===== config.mk =====
export PLATFORM = sky130hd
export DESIGN_NAME = vcm_mult
export DESIGN_NICKNAME = d
export VERILOG_FILES = /design/src/rtl/vcm_pkg.sv /design/src/rtl/vcm_rca.sv /design/src/rtl/vcm_cell2.sv /design/src/rtl/vcm_node.sv /design/src/rtl/vcm_mult.sv
export SDC_FILE = /design/constraint.sdc
export NUM_CORES = 1
export LEC_CHECK = 0
export BUFFER_PORTS_ARGS = -buffer_cell sky130_fd_sc_hd__buf_4
export CORE_ASPECT_RATIO = 1.75
export CORE_UTILIZATION = 64
export DETAILED_ROUTE_END_ITERATION = 10
export PLACE_DENSITY_LB_ADDON = 0.12
export RECOVER_POWER = 50
export SLEW_MARGIN = 20
export SYNTH_ARGS = -nofsm -noshare
export SYNTH_HDL_FRONTEND = slang
export SYNTH_HIERARCHICAL = 1
export SYNTH_SLANG_ARGS = --single-unit

===== constraint.sdc =====
create_clock -name vclk -period 27.5
set_input_delay 5.5 -clock vclk [all_inputs]
set_output_delay 5.5 -clock vclk [all_outputs]
set_load 0.03 [all_outputs]

===== src/rtl/vcm_pkg.sv =====
package vcm_pkg;
    // Operand width at which the recursion stops in a gate-level cell.
    localparam int unsigned CELL_W = 2;
endpackage


===== src/rtl/vcm_rca.sv =====
// Ripple-carry adder of N bits, carry-in tied low; callers widen operands to keep carries.
module vcm_rca #(
    parameter int unsigned N = 4
) (
    input  logic [N-1:0] x,
    input  logic [N-1:0] y,
    output logic [N-1:0] s
);
    logic [N-1:0] c;

    assign c[0] = 1'b0;

    for (genvar i = 0; i < N; i++) begin : g_bit
        assign s[i] = x[i] ^ y[i] ^ c[i];
        if (i < N - 1) begin : g_carry
            assign c[i+1] = (x[i] & y[i]) | (c[i] & (x[i] ^ y[i]));
        end
    end
endmodule


===== src/rtl/vcm_cell2.sv =====
// 2x2 base cell: four AND terms, two half adders.
module vcm_cell2 (
    input  logic [1:0] a,
    input  logic [1:0] b,
    output logic [3:0] p
);
    logic t00, t10, t01, t11;
    logic k_cross;

    always_comb begin
        t00     = a[0] & b[0];
        t10     = a[1] & b[0];
        t01     = a[0] & b[1];
        t11     = a[1] & b[1];
        k_cross = t10 & t01;
        p[0]    = t00;
        p[1]    = t10 ^ t01;
        p[2]    = t11 ^ k_cross;
        p[3]    = t11 & k_cross;
    end
endmodule


===== src/rtl/vcm_node.sv =====
// One recursion level: four half-width products merged by three ripple adders.
module vcm_node #(
    parameter int unsigned W = 4
) (
    input  logic [W-1:0]   a,
    input  logic [W-1:0]   b,
    output logic [2*W-1:0] p
);
    localparam int unsigned H = W / 2;

    if (W == vcm_pkg::CELL_W) begin : g_leaf
        vcm_cell2 u_cell (
            .a (a),
            .b (b),
            .p (p)
        );
    end else begin : g_split
        logic [W-1:0] pr_ll, pr_hl, pr_lh, pr_hh;
        logic [W:0]   cross_sum;
        logic [W+1:0] mid_sum;
        logic [H-1:0] top_sum;
        logic [H-1:0] top_inc;

        vcm_node #(.W(H)) u_ll (.a(a[H-1:0]), .b(b[H-1:0]), .p(pr_ll));
        vcm_node #(.W(H)) u_hl (.a(a[W-1:H]), .b(b[H-1:0]), .p(pr_hl));
        vcm_node #(.W(H)) u_lh (.a(a[H-1:0]), .b(b[W-1:H]), .p(pr_lh));
        vcm_node #(.W(H)) u_hh (.a(a[W-1:H]), .b(b[W-1:H]), .p(pr_hh));

        // Adder 1: cross terms, carry kept.
        vcm_rca #(.N(W+1)) u_add_cross (
            .x ({1'b0, pr_hl}),
            .y ({1'b0, pr_lh}),
            .s (cross_sum)
        );

        // Adder 2: cross sum onto {HH low half, LL high half}.
        vcm_rca #(.N(W+2)) u_add_mid (
            .x ({2'b00, pr_hh[H-1:0], pr_ll[W-1:H]}),
            .y ({1'b0, cross_sum}),
            .s (mid_sum)
        );

        assign top_inc = H'(mid_sum[W+1:W]);

        // Adder 3: leftover carry into the top quarter.
        vcm_rca #(.N(H)) u_add_top (
            .x (pr_hh[W-1:H]),
            .y (top_inc),
            .s (top_sum)
        );

        assign p = {top_sum, mid_sum[W-1:0], pr_ll[H-1:0]};
    end
endmodule


===== src/rtl/vcm_mult.sv =====
module vcm_mult #(
    parameter int unsigned WIDTH = 16
) (
    input  logic [WIDTH-1:0]   a,
    input  logic [WIDTH-1:0]   b,
    output logic [2*WIDTH-1:0] p
);
    vcm_node #(.W(WIDTH)) u_root (
        .a (a),
        .b (b),
        .p (p)
    );
endmodule


Yosys cells after proc, flatten, opt, wreduce, memory -nomap -nowiden

Index checks and enable logic that the tools add are counted.

Bitwise operators: 1,670

Operators by type and width:

| operator          | number |
|---|---|
| 1-bit bitwise AND | 851 |
| 1-bit bitwise XOR | 632 |
| 1-bit OR          | 187 |

Register bits after elaboration: 0
Output and inout bits: 32

Depth between registers and ports, before layout

Depth after elaboration: 63
Mapped depth: 47

Cells and area by module

The synthesis kept the hierarchy.

Modules (own cells, without submodules):

| module                                                              | instances | cells each | area each (sq um) |
|---|---|---|---|
| vcm_cell2                                                           | 64        | 7          | 57.6 |
| vcm_rca at u_root.g_split.u_hh.g_split.u_hh.g_split.u_add_mid ...   | 16        | 11         | 135.1 |
| vcm_rca at u_root.g_split.u_hh.g_split.u_hh.g_split.u_add_cross ... | 16        | 10         | 115.1 |
| vcm_rca at u_root.g_split.u_hh.g_split.u_add_mid ...                | 4         | 15         | 215.2 |
| vcm_rca at u_root.g_split.u_hh.g_split.u_add_cross ...              | 4         | 14         | 195.2 |
| vcm_rca at u_root.g_split.u_hh.g_split.u_hh.g_split.u_add_top ...   | 16        | 2          | 36.3 |
| vcm_rca at u_root.g_split.u_add_mid                                 | 1         | 23         | 375.4 |
| vcm_rca at u_root.g_split.u_add_cross                               | 1         | 22         | 355.3 |
| vcm_rca at u_root.g_split.u_hh.g_split.u_add_top ...                | 4         | 4          | 76.3 |
| vcm_rca at u_root.g_split.u_add_top                                 | 1         | 13         | 175.2 |
| vcm_node at u_root ...                                              | 21        | 1          | 3.8 |

Worst setup path before layout

Ideal clock, no wire load.

Path type: input port to output port
Start: input port b[3]
End: output port p[31]
Arrival: 19.280 ns
Data required time: 22.000 ns
Setup slack: 2.720 ns
Stages: 43
Cell sequence: and2_1 ha_1 inv_1 fa_1 inv_1 fa_1 fa_1 fa_1 fa_1 ha_1 fa_1 fa_1 fa_1 fa_1 fa_1 fa_1 fa_1 xor3_1 [7 not listed] fa_1 fa_1 fa_1 inv_1 fa_1 inv_1 fa_1 fa_1 xor3_1 inv_1 fa_1 inv_1 fa_1 fa_1 fa_1 fa_1 fa_1 xor3_1

RTL lines:

| item                                                      | line            | text |
|---|---|---|
| from (decl)                                               | vcm_mult.sv:5   | `input logic [WIDTH-1:0] b,` |
| 1-bit bitwise AND *                                       | vcm_cell2.sv:13 | `t01 = a[0] & b[1];` |
| 1-bit bitwise XOR *                                       | vcm_cell2.sv:17 | `p[1] = t10 ^ t01;` |
| net u_root.g_split.u_ll.g_split.u_ll.g_split.pr_lh[1]     | vcm_node.sv:18  | `logic [W-1:0] pr_ll, pr_hl, pr_lh, pr_hh;` |
| 1-bit bitwise XOR                                         | vcm_rca.sv:16   | `assign c[i+1] = (x[i] & y[i]) \| (c[i] & (x[i] ^ y[i]));` |
| 1-bit bitwise AND                                         | vcm_rca.sv:16   |  |
| 1-bit OR *                                                | vcm_rca.sv:16   |  |
| 1-bit bitwise XOR *                                       | vcm_rca.sv:14   | `assign s[i] = x[i] ^ y[i] ^ c[i];` |
| net u_root.g_split.u_ll.g_split.u_ll.g_split.cross_sum[2] | vcm_node.sv:19  | `logic [W:0] cross_sum;` |
| [6 not listed]                                            | -               |  |
| net u_root.g_split.u_ll.g_split.u_ll.g_split.mid_sum[4]   | vcm_node.sv:20  | `logic [W+1:0] mid_sum;` |
| [1 not listed]                                            | -               |  |
| net u_root.g_split.u_ll.g_split.pr_ll[6]                  | vcm_node.sv:18  |  |
| [14 not listed]                                           | -               |  |
| net u_root.g_split.u_ll.g_split.mid_sum[9]                | vcm_node.sv:20  |  |
| [4 not listed]                                            | -               |  |
| net u_root.g_split.pr_ll[14]                              | vcm_node.sv:18  |  |
| [20 not listed]                                           | -               |  |
| 1-bit OR *                                                | vcm_rca.sv:16   |  |
| 1-bit bitwise AND *                                       | vcm_rca.sv:16   |  |
| net u_root.g_split.mid_sum[17]                            | vcm_node.sv:20  |  |
| 1-bit bitwise XOR                                         | vcm_rca.sv:16   |  |
| 1-bit bitwise AND                                         | vcm_rca.sv:16   |  |
| 1-bit OR *                                                | vcm_rca.sv:16   |  |
| 1-bit bitwise AND * (5 in a row)                          | vcm_rca.sv:16   |  |
| 1-bit bitwise XOR *                                       | vcm_rca.sv:14   |  |
| to (decl)                                                 | vcm_mult.sv:6   | `output logic [2*WIDTH-1:0] p` |

Mark *: on every way through the listed nets, which the timed path passes. The rest lies on a longest branch.

Final worst setup path

Start: input port b[3]
End: output port p[31]

RTL lines:

| item                                                      | line |
|---|---|
| 1-bit bitwise AND *                                       | vcm_cell2.sv:13 |
| 1-bit bitwise XOR *                                       | vcm_cell2.sv:17 |
| net u_root.g_split.u_ll.g_split.u_ll.g_split.pr_lh[1]     | vcm_node.sv:18 |
| 1-bit bitwise XOR                                         | vcm_rca.sv:16 |
| 1-bit bitwise AND                                         | vcm_rca.sv:16 |
| 1-bit OR *                                                | vcm_rca.sv:16 |
| 1-bit bitwise XOR *                                       | vcm_rca.sv:14 |
| net u_root.g_split.u_ll.g_split.u_ll.g_split.cross_sum[2] | vcm_node.sv:19 |
| [6 not listed]                                            | - |
| net u_root.g_split.u_ll.g_split.u_ll.g_split.mid_sum[5]   | vcm_node.sv:20 |
| [2 not listed]                                            | - |
| net u_root.g_split.u_ll.g_split.pr_ll[7]                  | vcm_node.sv:18 |
| [12 not listed]                                           | - |
| net u_root.g_split.u_ll.g_split.mid_sum[9]                | vcm_node.sv:20 |
| [4 not listed]                                            | - |
| net u_root.g_split.pr_ll[14]                              | vcm_node.sv:18 |
| [20 not listed]                                           | - |
| 1-bit OR *                                                | vcm_rca.sv:16 |
| 1-bit bitwise AND *                                       | vcm_rca.sv:16 |
| net u_root.g_split.mid_sum[17]                            | vcm_node.sv:20 |
| 1-bit bitwise XOR                                         | vcm_rca.sv:16 |
| 1-bit bitwise AND                                         | vcm_rca.sv:16 |
| 1-bit OR *                                                | vcm_rca.sv:16 |
| 1-bit bitwise AND * (5 in a row)                          | vcm_rca.sv:16 |
| 1-bit bitwise XOR *                                       | vcm_rca.sv:14 |

Marked as above.

==> impl_metrics.py <==
metrics = {
    "placed_design": {
        "portBuffers": 64,
        "place_congestion": 0.831,
        "hpwl_um": 19700,
    },
    "worst_setup_path": {
        "worst_ep_arrival_time_ps": 20250,
        "crit_path_start_kind": "input pin",
        "crit_family": "adder cells",
        "crit_fanout": 16,
        "crit_buf_inv": 8,
        "cp_slowest_cell": "fa_1",
        "cp_data_required_time_ps": 22000,
        "crit_top_cell": "fa_1",
        "worst_setup_path_end_kind": "output port",
        "critPathKind": "in -> out",
        "max_stage_delay_ps": 480,
    },
    "global_route": {
        "grt_pass1_wl_um": 37400,
        "overflow": 0,
        "grt_max_degree": 17,
        "antenna_found_initial": 0,
        "grt_pass1_vias": 7625,
        "grt_use_total_pct": 28.1,
    },
    "min_path": {
        "hold_path_class": "in -> out",
    },
    "synth": {
        "synth-adder-area-share_pct": 60.1,
        "syn_inst": 1027,
        "ys_types": 7,
        "yosys.area_share.simple_pct": 14.3,
        "synthMuxAreaShare_pct": 0,
        "syn_avg_cell_area_um2": 10.9,
        "yosysSeqAreaShare_pct": 0,
        "synth_xor_area_share_pct": 13.4,
        "synthTopCellsByArea": "fa_1 39%, ha_1 21%, and2_1 14%",
        "synth.top_cell.area_share_pct": 38.8,
        "synth_top_cell_by_area": "fa_1",
        "syn_area_mm2": 0.0112,
        "synth_compound_area_share_pct": 0,
        "synth_top_family_by_area": "adder cells",
        "yosys_warnings": 6,
    },
    "floorplanning": {
        "io_pins": 64,
        "die_area_mm2": 0.0181,
        "rows": 63,
        "core-area_mm2": 0.0170,
        "start_util_pct": 65.8,
        "die_w_um": 102,
        "die_y_um": 177,
    },
    "finish": {
        "ff_latch_area_um2": 0,
        "mostFrequentLayoutCells": "254 x and2_1, 217 x fa_1, 215 x inv_1",
        "diodes": 0,
        "nets": 1567,
        "syn_to_final_growth_pct": 5.35,
        "seq_cell_count": 0,
        "layout-drive-gt1-share_pct": 4.44,
        "clkbuf_count": 0,
        "layout_commonest_cell": "and2_1",
    },
    "detailed_routing": {
        "route.detailed.drc": 0,
        "drt-pass1-iter-count": 4,
        "wl_per_cell_um": 16.9,
        "ant_nets": 0,
        "num_vias": 6711,
        "drtIter0Drc": 159,
        "vias_per_cell": 4.96,
        "routed_wl_um": 22900,
    },
    "clocking": {
        "ctsResizeCount": 0,
        "cts_hold_buf": 0,
        "post_cts_buffers": 0,
    },
    "sta": {
        "finalCritPeriodShare_pct": 93.6,
        "final-hold-violation-count": 0,
        "tightest_slew_ps": 630,
        "fmax_mhz": 38.8,
        "slew_headroom_pct": 58.0,
        "finalSetupTns_ps": 0,
        "rsz0062_at_grt": "no",
        "drv_slew": 0,
        "setup_viol": 0,
        "post-route-min-period_ps": 25750,
    },
    "run_status": {
        "outcome": "finished clean",
    },
    "job": {
        "drv_cap": 0,
    },
}
==> synth_stat cells, drive strengths merged <==
library cell	n
conb	21
ha	191
inv	215
xor3	63
fa	217
and2	256
buf	64
==> layout make-up <==
cell class	count	area, um^2
Multi-Input combinational cell	846	10300
Fill cell	1375	5230
Inverter	215	807
Timing Repair Buffer	64	428
Tap cell	227	284
==> cells by family (layout without fill, tap and decap cells) <==
family        after synthesis  after routing
fa+ha+maj                 408            408
buf+inv                   279            279
simple gates              256            256
xor+xnor                   63             63
other cells                21            119
==> metrics by stage <==
step	utilization, %	area [um^2]	worst slack [ps]	instances	hold WS (ps)
floorplan	-	11600	2720	1125	11240
global placement	69.6	11900	2270	1352	11530
detailed placement	69.6	11900	1880	1352	11520
CTS	69.6	11900	1930	1352	11520
global route	69.3	11800	1220	1352	11550
finish	69.3	11800	1750	1352	11540
==> worst paths after layout <==
| path | slack, ps | depth (start not counted) | startpoint | to |
|---|---|---|---|---|
| hold / removal | 11540 | 3 | b[0] | p[0] |
| setup / recovery | 1750 | 45 | b[3] | p[31] |
==> layer usage <==
layer  routed length, um  GRT usage (%)  part of all wire [%]
met1                7860           29.2                    34
met2               13200           56.0                    58
met3                 507           1.18                   2.2
met4                1310           12.5                   5.7
met5                   0              0                     0
Power is not shown: default switching activity piles up to over one toggle a cycle in this logic, so the estimate is an artifact.
